**src/rtl/hexsched_pkg.sv**
```systemverilog
package hexsched_pkg;

    localparam int NPH = 7;

    typedef enum logic [2:0] {
        ST_IDLE,
        ST_LOAD,
        ST_CATH,
        ST_GAP,
        ST_ANOD
    } sched_state_e;

    typedef enum logic [1:0] {
        PULSE_OFF  = 2'd0,
        PULSE_CATH = 2'd1,
        PULSE_GAP  = 2'd2,
        PULSE_ANOD = 2'd3
    } pulse_e;

    localparam logic [1:0] ROLE_IDLE = 2'b00;
    localparam logic [1:0] ROLE_CTR  = 2'b01;
    localparam logic [1:0] ROLE_GRD  = 2'b10;

endpackage

```
**src/rtl/hex_phase_seq.sv**
```systemverilog
module hex_phase_seq
    import hexsched_pkg::*;
#(
    parameter int TW   = 16,
    parameter int NCTR = 14
) (
    input  logic               clk,
    input  logic               rst_n,
    input  logic               sof_i,
    input  logic [TW-1:0]      cath_len_i,
    input  logic [TW-1:0]      gap_len_i,
    input  logic [TW-1:0]      anod_len_i,
    output sched_state_e       state_o,
    output logic [2:0]         phase_o,
    output logic [TW-1:0]      slot_o,
    output logic               fetch_o
);

    localparam logic [TW-1:0] LOAD_LAST = TW'(NCTR);
    localparam logic [2:0]    LAST_PH   = 3'(NPH - 1);

    typedef struct packed {
        sched_state_e  st;
        logic [2:0]    ph;
        logic [TW-1:0] cnt;
        logic          pend;
    } seq_t;

    seq_t s_d, s_q;

    function automatic logic span_done(input logic [TW-1:0] c, input logic [TW-1:0] len);
        return ({1'b0, c} + {{TW{1'b0}}, 1'b1}) >= {1'b0, len};
    endfunction

    always_comb begin
        s_d = s_q;
        case (s_q.st)
            ST_IDLE: begin
                if (sof_i) begin
                    s_d.st   = ST_LOAD;
                    s_d.ph   = '0;
                    s_d.cnt  = '0;
                    s_d.pend = 1'b0;
                end
            end
            ST_LOAD: begin
                s_d.pend = s_q.pend | sof_i;
                if (s_q.cnt == LOAD_LAST) begin
                    s_d.st  = ST_CATH;
                    s_d.cnt = '0;
                end else begin
                    s_d.cnt = s_q.cnt + 1'b1;
                end
            end
            ST_CATH: begin
                s_d.pend = s_q.pend | sof_i;
                if (span_done(s_q.cnt, cath_len_i)) begin
                    s_d.st  = ST_GAP;
                    s_d.cnt = '0;
                end else begin
                    s_d.cnt = s_q.cnt + 1'b1;
                end
            end
            ST_GAP: begin
                s_d.pend = s_q.pend | sof_i;
                if (span_done(s_q.cnt, gap_len_i)) begin
                    s_d.st  = ST_ANOD;
                    s_d.cnt = '0;
                end else begin
                    s_d.cnt = s_q.cnt + 1'b1;
                end
            end
            ST_ANOD: begin
                if (span_done(s_q.cnt, anod_len_i)) begin
                    s_d.cnt = '0;
                    if (s_q.pend | sof_i) begin
                        s_d.st   = ST_LOAD;
                        s_d.ph   = '0;
                        s_d.pend = 1'b0;
                    end else if (s_q.ph == LAST_PH) begin
                        s_d.st   = ST_IDLE;
                        s_d.pend = 1'b0;
                    end else begin
                        s_d.st = ST_LOAD;
                        s_d.ph = s_q.ph + 1'b1;
                    end
                end else begin
                    s_d.cnt  = s_q.cnt + 1'b1;
                    s_d.pend = s_q.pend | sof_i;
                end
            end
            default: s_d.st = ST_IDLE;
        endcase
    end

    always_ff @(posedge clk or negedge rst_n) begin
        if (!rst_n) begin
            s_q <= '{st: ST_IDLE, ph: 3'd0, cnt: '0, pend: 1'b0};
        end else begin
            s_q <= s_d;
        end
    end

    assign state_o = s_q.st;
    assign phase_o = s_q.ph;
    assign slot_o  = s_q.cnt;
    assign fetch_o = (s_q.st == ST_LOAD) && (s_q.cnt < LOAD_LAST);

    // cathodic leads only into the gap
    a_r7_cath_to_gap: assert property (@(posedge clk) disable iff (!rst_n)
        (s_q.st == ST_CATH) |=> (s_q.st == ST_CATH || s_q.st == ST_GAP));

    // the gap leads only into the anodic part
    a_r7_gap_to_anod: assert property (@(posedge clk) disable iff (!rst_n)
        (s_q.st == ST_GAP) |=> (s_q.st == ST_GAP || s_q.st == ST_ANOD));

    // a phase is left only from its anodic part
    a_r9_exit_from_anod: assert property (@(posedge clk) disable iff (!rst_n)
        (s_q.st == ST_ANOD) |=> (s_q.st == ST_ANOD || s_q.st == ST_LOAD || s_q.st == ST_IDLE));

    // a new phase is either the next one or a restart at 0
    a_r8_phase_step: assert property (@(posedge clk) disable iff (!rst_n)
        (s_q.st == ST_LOAD && $past(s_q.st) == ST_ANOD) |->
        (s_q.ph == 3'd0 || s_q.ph == $past(s_q.ph) + 3'd1));

    // the frame ends only after the last phase
    a_r8_idle_after_last: assert property (@(posedge clk) disable iff (!rst_n)
        (s_q.st == ST_IDLE && $past(s_q.st) == ST_ANOD) |-> ($past(s_q.ph) == LAST_PH));

endmodule

```
**src/rtl/hex_amp_fetch.sv**
```systemverilog
module hex_amp_fetch
    import hexsched_pkg::*;
#(
    parameter int ROWS = 7,
    parameter int REPS = 2,
    parameter int TW   = 16,
    parameter int AW   = 8,
    parameter int IW   = 7
) (
    input  logic          clk,
    input  logic          rst_n,
    input  logic          fetch_i,
    input  logic [2:0]    phase_i,
    input  logic [TW-1:0] slot_i,
    input  logic [AW-1:0] amp_data_i,
    output logic          amp_rd_o,
    output logic [IW-1:0] amp_addr_o,
    output logic          amp_vld_o,
    output logic [IW-1:0] amp_idx_o,
    output logic [AW-1:0] amp_o
);

    localparam int COLS = NPH * REPS;
    localparam int N    = ROWS * COLS;

    typedef struct packed {
        logic          vld;
        logic [IW-1:0] idx;
    } pipe_t;

    pipe_t p_d, p_q;

    function automatic logic [IW-1:0] centre_addr(input logic [2:0] p, input logic [TW-1:0] k);
        int kk, r, j, q;
        kk = int'(k);
        r  = kk / REPS;
        j  = kk % REPS;
        q  = ((int'(p) + NPH - ((3 * r) % NPH)) % NPH) + NPH * j;
        return IW'(r * COLS + q);
    endfunction

    always_comb begin
        amp_rd_o   = fetch_i;
        amp_addr_o = fetch_i ? centre_addr(phase_i, slot_i) : '0;
        p_d.vld    = fetch_i;
        p_d.idx    = amp_addr_o;
    end

    always_ff @(posedge clk or negedge rst_n) begin
        if (!rst_n) begin
            p_q <= '0;
        end else begin
            p_q <= p_d;
        end
    end

    assign amp_vld_o = p_q.vld;
    assign amp_idx_o = p_q.idx;
    assign amp_o     = p_q.vld ? amp_data_i : '0;

    // read addresses stay inside the array
    a_r5_addr_range: assert property (@(posedge clk) disable iff (!rst_n)
        amp_rd_o |-> (int'(amp_addr_o) < N));

    // each read yields a stream item one cycle later, tagged with its address
    a_r6_item_follows_read: assert property (@(posedge clk) disable iff (!rst_n)
        amp_rd_o |=> (amp_vld_o && amp_idx_o == $past(amp_addr_o)));

    // no item without a read
    a_r6_no_stray_item: assert property (@(posedge clk) disable iff (!rst_n)
        !amp_rd_o |=> !amp_vld_o);

endmodule

```
**src/rtl/hex_role_map.sv**
```systemverilog
module hex_role_map
    import hexsched_pkg::*;
#(
    parameter int ROWS = 7,
    parameter int REPS = 2
) (
    input  logic                              clk,
    input  logic                              rst_n,
    input  logic                              active_i,
    input  logic [2:0]                        phase_i,
    output logic [2*ROWS*NPH*REPS-1:0]        role_o
);

    localparam int COLS = NPH * REPS;
    localparam int N    = ROWS * COLS;
    localparam int NCTR = ROWS * REPS;

    logic [N-1:0] ctr_mask;

    for (genvar gr = 0; gr < ROWS; gr++) begin : g_row
        for (genvar gq = 0; gq < COLS; gq++) begin : g_col
            localparam int IDX = gr * COLS + gq;
            localparam int CLR = (gq + 3 * gr) % NPH;
            // bit d set when the neighbour whose colour is this colour + d exists
            localparam logic [6:0] NB = {
                1'(gq > 0),                      // d=6: (q-1, r)
                1'((gq < COLS - 1) && (gr > 0)), // d=5: (q+1, r-1)
                1'(gr > 0),                      // d=4: (q, r-1)
                1'(gr < ROWS - 1),               // d=3: (q, r+1)
                1'((gq > 0) && (gr < ROWS - 1)), // d=2: (q-1, r+1)
                1'(gq < COLS - 1),               // d=1: (q+1, r)
                1'b0
            };
            logic [3:0] sm;
            logic [2:0] dd;
            assign sm = {1'b0, phase_i} + 4'(NPH - CLR);
            assign dd = (sm >= 4'd7) ? 3'(sm - 4'd7) : sm[2:0];
            assign ctr_mask[IDX] = active_i && (dd == 3'd0);
            assign role_o[2*IDX +: 2] = !active_i   ? ROLE_IDLE :
                                        (dd == 3'd0) ? ROLE_CTR  :
                                        NB[dd]       ? ROLE_GRD  : ROLE_IDLE;
        end
    end

    // each active phase has exactly one centre per colour slot
    a_r3_centre_count: assert property (@(posedge clk) disable iff (!rst_n)
        active_i |-> ($countones(ctr_mask) == NCTR));

    // outside a frame every electrode is idle
    a_r4_idle_outside: assert property (@(posedge clk) disable iff (!rst_n)
        !active_i |-> (role_o == '0));

endmodule

```
**src/rtl/hex_stim_scheduler.sv**
```systemverilog
module hex_stim_scheduler
    import hexsched_pkg::*;
#(
    parameter int ROWS = 7,
    parameter int REPS = 2,
    parameter int TW   = 16,
    parameter int AW   = 8,
    localparam int COLS = NPH * REPS,
    localparam int N    = ROWS * COLS,
    localparam int IW   = $clog2(N),
    localparam int NCTR = ROWS * REPS
) (
    input  logic              clk,
    input  logic              rst_n,
    input  logic              sof_i,
    input  logic [TW-1:0]     cath_len_i,
    input  logic [TW-1:0]     gap_len_i,
    input  logic [TW-1:0]     anod_len_i,
    input  logic [AW-1:0]     amp_data_i,
    output logic              amp_rd_o,
    output logic [IW-1:0]     amp_addr_o,
    output logic              amp_vld_o,
    output logic [IW-1:0]     amp_idx_o,
    output logic [AW-1:0]     amp_o,
    output logic [1:0]        pulse_o,
    output logic [2:0]        phase_o,
    output logic [2*N-1:0]    role_o
);

    sched_state_e  state;
    logic [2:0]    phase;
    logic [TW-1:0] slot;
    logic          fetch;

    hex_phase_seq #(.TW(TW), .NCTR(NCTR)) u_seq (
        .clk        (clk),
        .rst_n      (rst_n),
        .sof_i      (sof_i),
        .cath_len_i (cath_len_i),
        .gap_len_i  (gap_len_i),
        .anod_len_i (anod_len_i),
        .state_o    (state),
        .phase_o    (phase),
        .slot_o     (slot),
        .fetch_o    (fetch)
    );

    hex_amp_fetch #(.ROWS(ROWS), .REPS(REPS), .TW(TW), .AW(AW), .IW(IW)) u_fetch (
        .clk        (clk),
        .rst_n      (rst_n),
        .fetch_i    (fetch),
        .phase_i    (phase),
        .slot_i     (slot),
        .amp_data_i (amp_data_i),
        .amp_rd_o   (amp_rd_o),
        .amp_addr_o (amp_addr_o),
        .amp_vld_o  (amp_vld_o),
        .amp_idx_o  (amp_idx_o),
        .amp_o      (amp_o)
    );

    hex_role_map #(.ROWS(ROWS), .REPS(REPS)) u_roles (
        .clk      (clk),
        .rst_n    (rst_n),
        .active_i (state != ST_IDLE),
        .phase_i  (phase),
        .role_o   (role_o)
    );

    always_comb begin
        case (state)
            ST_CATH: pulse_o = PULSE_CATH;
            ST_GAP:  pulse_o = PULSE_GAP;
            ST_ANOD: pulse_o = PULSE_ANOD;
            default: pulse_o = PULSE_OFF;
        endcase
    end

    assign phase_o = phase;

    // a frame start while idle opens phase 0
    a_r2_start_from_idle: assert property (@(posedge clk) disable iff (!rst_n)
        (state == ST_IDLE && sof_i) |=> (state == ST_LOAD && phase_o == 3'd0));

    // the pulse never starts inside the fetch window of a running read
    a_r7_no_pulse_during_read: assert property (@(posedge clk) disable iff (!rst_n)
        amp_rd_o |-> (pulse_o == PULSE_OFF));

endmodule

```
**config.mk**
```make
export PLATFORM = sky130hd
export DESIGN_NAME = hex_stim_scheduler
export DESIGN_NICKNAME = d
export VERILOG_FILES = /design/src/rtl/hexsched_pkg.sv /design/src/rtl/hex_phase_seq.sv /design/src/rtl/hex_amp_fetch.sv /design/src/rtl/hex_role_map.sv /design/src/rtl/hex_stim_scheduler.sv
export SDC_FILE = /design/constraint.sdc
export NUM_CORES = 1
export LEC_CHECK = 0
export BUFFER_PORTS_ARGS = -buffer_cell sky130_fd_sc_hd__buf_4
export CORE_UTILIZATION = 60
export CTS_CLUSTER_SIZE = 28
export DETAILED_ROUTE_END_ITERATION = 10
export PLACE_DENSITY = 0.95
export SETUP_SLACK_MARGIN = 0.1
export SLEW_MARGIN = 20
export SYNTH_ARGS = -nofsm -noshare
export SYNTH_HDL_FRONTEND = slang
export SYNTH_SLANG_ARGS = --single-unit
```
**constraint.sdc**
```tcl
create_clock -name clk -period 43.7 [get_ports clk]
set_clock_uncertainty 0.1 [all_clocks]
set_input_delay 10.925 -clock clk [delete_from_list [all_inputs] [get_ports clk]]
set_output_delay 10.925 -clock clk [all_outputs]
set_load 0.03 [all_outputs]
```
* Word level (Yosys, flattened, before mapping) *
Memories as Yosys holds them, arrays and structs flattened.
Index checks and enable logic that the tools add are counted.

word-level totals
  bits in registers = 31
  memory bits (read-only) = 280
  output and inout port bits = 225
  memories = 35

cells by class
  $add $sub $neg = 21
  multiply operators = 3
  div/mod/pow operators = 2
  $lt $le $gt $ge = 18
  equality and inequality tests = 13
  multiplexer cells = 167
  bitwise logic cells = 1
  reductions and logical operators = 16

memories
  memory            depth  width  read ports  clocked after memory_dff  wr ports  RTL line            source
  (name not given)  8      1      1           0                         0         hex_role_map.sv:41  NB[dd] ? ROLE_GRD : ROLE_IDLE;
  (name not given)  8      1      1           0                         0         hex_role_map.sv:41
  (name not given)  8      1      1           0                         0         hex_role_map.sv:41
  (name not given)  8      1      1           0                         0         hex_role_map.sv:41
  (name not given)  8      1      1           0                         0         hex_role_map.sv:41
  (name not given)  8      1      1           0                         0         hex_role_map.sv:41
  29 more memories  -      -      -           -                         -         -

operators by type and width
  operator                                                                             count
  2-bit two-way mux                                                                    105
  17-bit one-hot mux with 5 select lines                                               1
  32-bit by 4-bit modulo with 32-bit output, second input constant                     2
  17-bit by 16-bit greater-or-equal comparator with 1-bit output                       3
  16-bit two-way mux                                                                   3
  1-bit two-way mux                                                                    38
  3-bit two-way mux                                                                    11
  32-bit subtractor                                                                    1
  4-bit by 3-bit greater-or-equal comparator with 1-bit output, second input constant  7
  3-bit by 4-bit less-than comparator with 1-bit output, second input constant         7
  3-bit logical NOT                                                                    8
  23-bit two-way mux                                                                   1
  3-bit subtractor, second input constant                                              7
  3-bit by 3-bit adder with 4-bit output, second input constant                        5
  16-bit by 1-bit adder with 17-bit output, second input constant                      1
  2-bit by 15-bit multiplier with 17-bit output, first input constant                  1
  17-bit two-way mux                                                                   1
  16-bit by 1-bit adder with 16-bit output, second input constant                      1
  16-bit by 4-bit == test with 1-bit output, second input constant                     1
  16-bit by 4-bit less-than comparator with 1-bit output, second input constant        1
  15-bit by 3-bit multiplier with 6-bit output, second input constant                  1
  3-bit one-hot mux with 5 select lines                                                1
  7-bit adder                                                                          2
  6-bit two-way mux                                                                    2
  24 further kinds                                                                     30

* Depth between registers and ports, before layout *
Gate-level depths: netlist of run 1.

  word-level depth = 8
  mapped depth = 73
  gate-level depth less buffers = 70

* Cells and area by module *
A second synthesis of run 1 with hierarchy kept.

unflattened totals
  cell total of the unflattened synthesis = 1362
  area, all modules = 10251.1 um^2

by module, submodules not included
  module              instances  cells each  area an instance (um^2)
  hex_amp_fetch       1          682         5032.3
  hex_phase_seq       1          357         2937.8
  hex_role_map        1          317         2245.9
  hex_stim_scheduler  1          6           35.0

* Worst setup path after synthesis of run 1 *
No wires, ideal clock.

  path type = register to output
  from = reg u_seq.s_q (netlist bit u_seq.slot_o[2])
  to = out amp_addr_o[6]
  data arrival time = 14794 ps
  required time = 32675 ps
  setup slack = 17881 ps
  cell stages (with the launch flop) = 68
  cells stage by stage = dfrtp_1 ha_1 inv_1 fa_1 nand2b_1 a21oi_2 o21ai_1 a221o_1 o21ai_1 a22oi_2 a2111oi_1 nor4b_2 o41ai_4 and2_1 o311ai_2 o22a_1 a311oi_1 a2bb2oi_2 (+32 left out) a21oi_1 a211oi_1 and2_1 buf_2 mux2i_1 nor3b_1 a21oi_1 fa_1 inv_1 ha_1 a21o_1 a21oi_1 o21bai_1 a21oi_1 xnor2_1 xnor2_1 nand2b_1 mux2i_1

on the way
  cells in the longest elaborated chain, start to end = 7
  elaborated cells between the ends (all ways) = 10
  those cells by class = add/sub (3); mul (2); div (2); order compare (1); mux (1); reduce/logical (1)

RTL lines
  item                                           RTL line                  source
  start, declared                                hex_phase_seq.sv:29       seq_t s_d, s_q;
  start signal, assigned                         hex_phase_seq.sv:98       s_q <= '{st: ST_IDLE, ph: 3'd0, cnt: '0, pend: 1'b0};
  2-bit by 15-bit multiplier with 17-bit output  hex_amp_fetch.sv:38       q = ((int'(p) + NPH - ((3 * r) % NPH)) % NPH) + NPH * j;
  32-bit by 4-bit modulo with 32-bit output      hex_amp_fetch.sv:38
  32-bit subtractor                              hex_amp_fetch.sv:38
  32-bit by 4-bit modulo with 32-bit output      hex_amp_fetch.sv:38
  7-bit adder                                    hex_amp_fetch.sv:38
  7-bit adder                                    hex_amp_fetch.sv:39       return IW'(r * COLS + q);
  7-bit two-way mux *                            hex_amp_fetch.sv:44       amp_addr_o = fetch_i ? centre_addr(phase_i, slot_i) : '0;
  end, declared                                  hex_stim_scheduler.sv:21  output logic [IW-1:0] amp_addr_o,

Every way passes the cells marked *; elsewhere a longest branch is shown, timed or not.

* Worst setup path after layout of run 1 *
Same ends and word-level chain as after synthesis.

==> run metrics, run 1 <==
largest net degree at the start of global routing=40; Final Cycle Share=65.4%; fmax=35.0 MHz; I/O Pins=284; cts bufs inserted=5; Crit path arrival time=17.57 ns; antenna cell count=0; Clock Pin Slew Worst Setup and Hold Paths=0.06 ns; vias in the first global route=10123; WHS Endpoint=u_seq.slot_o[12]; GRT Total Usage=35.1%; drt first pass iters=5; R2R depth=68; most common cell after layout, fill and taps aside=buf_4; hold path depth=1; Hold Crit Class=reg -> reg; Hold Fails Final Rpt=0; sequential fraction of the synthesis area=7.74%; number of distinct library cells after synthesis=104; grt ovf=0; cell family with most CP delay=compound AO/OA/AOI/OAI gates; syn_nets=1546; top layer in use=met4; share of the synthesized area in the top cell type=14.1%; post_cts resized=0; WL met1=12400 µm; layout overhead on the synthesized area=11.9%; drt drc=0; first-pass GRT wire length=50700 µm; WL met3=2540 µm; Wirelength per Cell=19.0 µm; Initial Util=62.2%; Tmin final=28.59 ns; Post-synth EDFFs=0; Worst R2R Start=u_seq.slot_o[2]; most frequent cells in the layout=287 x buf_4, 113 x ha_1, 110 x inv_1; FF+latch count, synth=31; Worst R2R End=u_fetch.amp_idx_o[6]; DP HPWL=24200 µm; First DRT Iteration DRCs=1161; Ys Warns=0; share of cells above drive strength 1=24.9%; chip width=131 µm; Vert. Die Dim=131 µm; CTS Buffer Depth=2; clock tree from TritonCTS=yes; Worst R2R Setup Slack=26.41 ns; Worst Max-Slew Pin Slew=1.05 ns; startpoint types=flip-flop; outcome=completed; core footprint=0.0161 mm²; critical path peak fanout=11; fin nets=1637; initial antenna violation count=0; Setup TNS=0 ns; Multi-input gate area=0.00745 mm²; routed via count=10786; row count=46; top_reg_cell synth=dfrtp_1; Slew Viols, Final=0; endpoints failing setup=0; FF+latch area=776 µm²; ys async rst share=100%; Syn Inst Count=1364; area leader, netlist=ha_1; synthesized area=0.0100 mm²; RD Place Congestion=0.939; ANT nets after route=0; Worst path max stage delay=0.72 ns; # fillers=1257; RSZ-0062 raised after global routing=no; MaxCap Viol Count=0; Clock Root Buffer=clkbuf_16; critical path depth in cells=69; postcts setup bufs=0; # port buffers=283; CP Buf/Inv Count=8; Post-CTS Hold Buffers=0; vias per cell=6.45; CP Capture Type=output port; met2 WL=15500 µm; slowest CP cell=a2111oi_1; die area=0.0172 mm²; syn_area_per_cell=7.34 µm²; ranking of synthesized cells by area=ha_1 14%, buf_4 12%, dfrtp_1 7.7%; worst hold start=u_seq.slot_o[12]; Worst-Skew Late Latency=0.28 ns; Total Wirelength=31700 µm; Critical Path RT=32.68 ns; relative slew slack=29.6%; Crit Path Class=reg -> out; htree depth=2; Sink Count=31
[synthesized netlist by cell type (all sizes together) (26+ instances only)]
cell type	count
clkbuf	26
nand3	42
nand2	95
buf	177
nor2	84
nor3	30
o21ai	74
a21oi	98
inv	110
dfrtp	31
ha	113
xnor2	50
[worst max path at each step]
stage                     from            end  slack [ns]
2_1_floorplan  u_seq.slot_o[2]  amp_addr_o[6]       17.88
3_3_place_gp   u_seq.slot_o[2]  amp_addr_o[6]       16.80
3_5_place_dp   u_seq.slot_o[2]  amp_addr_o[6]       15.99
4_1_cts        u_seq.slot_o[2]  amp_addr_o[6]       15.45
5_1_grt        u_seq.slot_o[2]  amp_addr_o[6]       13.84
6_report       u_seq.slot_o[2]  amp_addr_o[6]       15.11
[routing by layer]
metal	up-vias	track usage, %
met5	-	0
met4	0	15.5
met3	122	4.36
met2	727	62.6
met1	4986	42.0
li1	4951	-
[state kept, by name (all words and copies together), names as in the netlist]
name and count:
u_seq.s_q 1, u_fetch.amp_vld_o 1, u_seq.phase_o 3, u_fetch.amp_idx_o 7, u_seq.state_o 3, u_seq.slot_o 16
[per-stage QoR]
stage	utilization [%]	setup WS [ns]	instance area (µm²)	cells	hold slack [ns]
finish	69.5	15.11	11200	1671	0.478
global route	69.5	13.84	11200	1671	0.504
CTS	69.5	15.45	11200	1670	0.467
detailed placement	68.6	15.99	11100	1663	0.456
global placement	68.6	16.80	11100	1663	0.422
floorplan	-	17.88	10000	1364	0.377
[logic make-up (layout without fill, tap and decap cells)]
group | after synthesis | in the layout | share of synthesized area (%)
mux | 22 | 22 | 2.34
xor+xnor | 69 | 69 | 6.26
simple gates | 409 | 409 | 21.3
buf+inv | 313 | 404 | 18.0
compound gates | 395 | 395 | 28.1
fa+ha+maj | 125 | 125 | 16.3
flops | 31 | 31 | 7.74
[cell type report]
type | instances | area share (%)
clock buffers | 6 | 1.24
multi-input cells | 1020 | 66.5
clock inverters | 1 | 0.0447
well taps | 216 | 2.41
inverters | 110 | 3.68
flip-flops and latches | 31 | 6.92
repair buffers | 287 | 19.2
Power of run 1 is not shown: default switching activity piles up to over one toggle a cycle in this logic, so the estimate is an artifact.
==> run 2, diff against run 1 <==
--- a/config.mk
+++ b/config.mk
@@ -6,10 +6,10 @@
 export NUM_CORES = 1
 export LEC_CHECK = 0
 export BUFFER_PORTS_ARGS = -buffer_cell sky130_fd_sc_hd__buf_4
-export CORE_UTILIZATION = 60
+export CORE_UTILIZATION = 55
 export CTS_CLUSTER_SIZE = 28
 export DETAILED_ROUTE_END_ITERATION = 10
-export PLACE_DENSITY = 0.95
+export PLACE_DENSITY = 0.93
 export SETUP_SLACK_MARGIN = 0.1
 export SLEW_MARGIN = 20
 export SYNTH_ARGS = -nofsm -noshare
==> constraint.sdc (replaced) <==
create_clock -name clk -period 27.7 [get_ports clk]
set_clock_uncertainty 0.1 [all_clocks]
set_input_delay 6.925 -clock clk [delete_from_list [all_inputs] [get_ports clk]]
set_output_delay 6.925 -clock clk [all_outputs]
set_load 0.03 [all_outputs]
==> run metrics, run 2 (synthesis results as in run 1) <==
core footprint=0.0175 mm²; I/O Pins=284; drt first pass iters=7; Setup TNS=0 ns; Hold Fails Final Rpt=0; max FFs per register=16; fmax=41.3 MHz; die area=0.0188 mm²; GRT Total Usage=31.1%; first-pass GRT wire length=47300 µm; Worst-Skew Late Latency=0.29 ns; most frequent cells in the layout=287 x buf_4, 113 x ha_1, 110 x inv_1; largest net degree at the start of global routing=40; MaxCap Viol Count=0; # fillers=1484; Worst path max stage delay=0.60 ns; WHS Endpoint=u_seq.s_q[0]; fin nets=1637; ANT nets after route=0; critical path peak fanout=11; htree depth=2; worst hold start=u_seq.s_q[0]; Worst R2R End=u_fetch.amp_idx_o[6]; M2 GR Usage=54.6%; Total Wirelength=30300 µm; CTS Buffer Depth=2; outcome=completed; most common cell after layout, fill and taps aside=buf_4; RSZ-0062 raised after global routing=no; Multi-input gate area=0.00745 mm²; postcts setup bufs=0; FF+latch area=776 µm²; layer with the highest usage=met2; clock tree from TritonCTS=yes; Clock Pin Slew Worst Setup and Hold Paths=0.06 ns; share of cells above drive strength 1=25.0%; Wirelength per Cell=18.0 µm; cts bufs inserted=5; cell family with most CP delay=compound AO/OA/AOI/OAI gates; Final Cell Area=0.0112 mm²; Worst R2R Start=u_seq.slot_o[2]; RD Place Congestion=0.956; layout overhead on the synthesized area=12.3%; Tmin final=24.23 ns; Worst R2R Setup Slack=10.78 ns; Critical Path RT=20.67 ns; grt met1 use=38.8%; vias per cell=6.35; Worst Max-Slew Pin Slew=1.02 ns; # port buffers=283; chip width=137 µm; vias in the first global route=9532; DP HPWL=23600 µm; Vert. Die Dim=137 µm; grt ovf=0; Hold Crit Class=reg -> reg; hold path depth=2; Post-CTS Hold Buffers=0; routed via count=10671; antenna cell count=0; slowest CP cell=o32ai_1; placed cells=1673; relative slew slack=31.4%; R2R depth=68; CP Buf/Inv Count=8; Slew Viols, Final=0; row count=48; endpoints failing setup=0; post_cts resized=0; Sink Count=31; final cell count without fillers=1681; First DRT Iteration DRCs=1131; Final Cycle Share=87.5%; Crit path arrival time=17.21 ns; initial antenna violation count=0; Initial Util=57.1%; Clock Root Buffer=clkbuf_16; drt drc=0; Crit Path Class=reg -> out; startpoint types=flip-flop; GR Util met3=3.85%; CP Capture Type=output port; Area after DPL=0.0111 mm²
==> run 2: changes by cell type in the layout (fill, tap and decap cells not counted), sizes merged <==
cell	previous run	this run
bufinv	0	1
==> run 2: area by class of cell <==
cell class                 instances  area share, %
clock inverter                     2          0.312
inverter                         110           3.67
sequential                        31           6.90
multi-input combinational       1020           66.2
tap                              225           2.50
timing repair buffer             287           19.2
clock buffer                       6           1.23
==> run 2: through the flow <==
step / utilization, % / setup slack, ns / hold slack (ns)
detailed placement: 63.1 / 4.15 / 0.459
CTS: 64.1 / 3.73 / 0.492
floorplan: - / 5.88 / 0.377
global route: 64.1 / 1.92 / 0.528
finish: 64.1 / 3.47 / 0.505
global placement: 63.1 / 4.71 / 0.431
==> run 2: worst max path at each step <==
stage | startpoint | end | cells after the start
after global placement | u_seq.slot_o[2] | amp_addr_o[6] | 69
final | u_seq.slot_o[2] | amp_addr_o[6] | 69
after global routing | u_seq.slot_o[2] | amp_addr_o[6] | 69
after floorplan | u_seq.slot_o[2] | amp_addr_o[6] | 67
after CTS | u_seq.slot_o[2] | amp_addr_o[6] | 69
after detailed placement | u_seq.slot_o[2] | amp_addr_o[6] | 69
==> run 2: routing by layer <==
metal / vias up / wire length, µm
li1: 4978 / -
met1: 5006 / 12200
met2: 606 / 14900
met3: 81 / 2370
met4: 0 / 864
met5: - / 0
==> run 2: worst register-to-register path, delay by kind of cell (launching register included) <==
kind | cells | cell delay [ns]
adder cells (fa/ha/maj) | 9 | 3.05
multiplexers | 4 | 0.96
XOR/XNOR | 5 | 1.04
AND/OR/NAND/NOR | 15 | 2.67
flip-flops | 1 | 0.55
AO/OA/AOI/OAI | 28 | 7.87
buffers and inverters | 7 | 0.58
Power of run 2 is left out for the same reason.
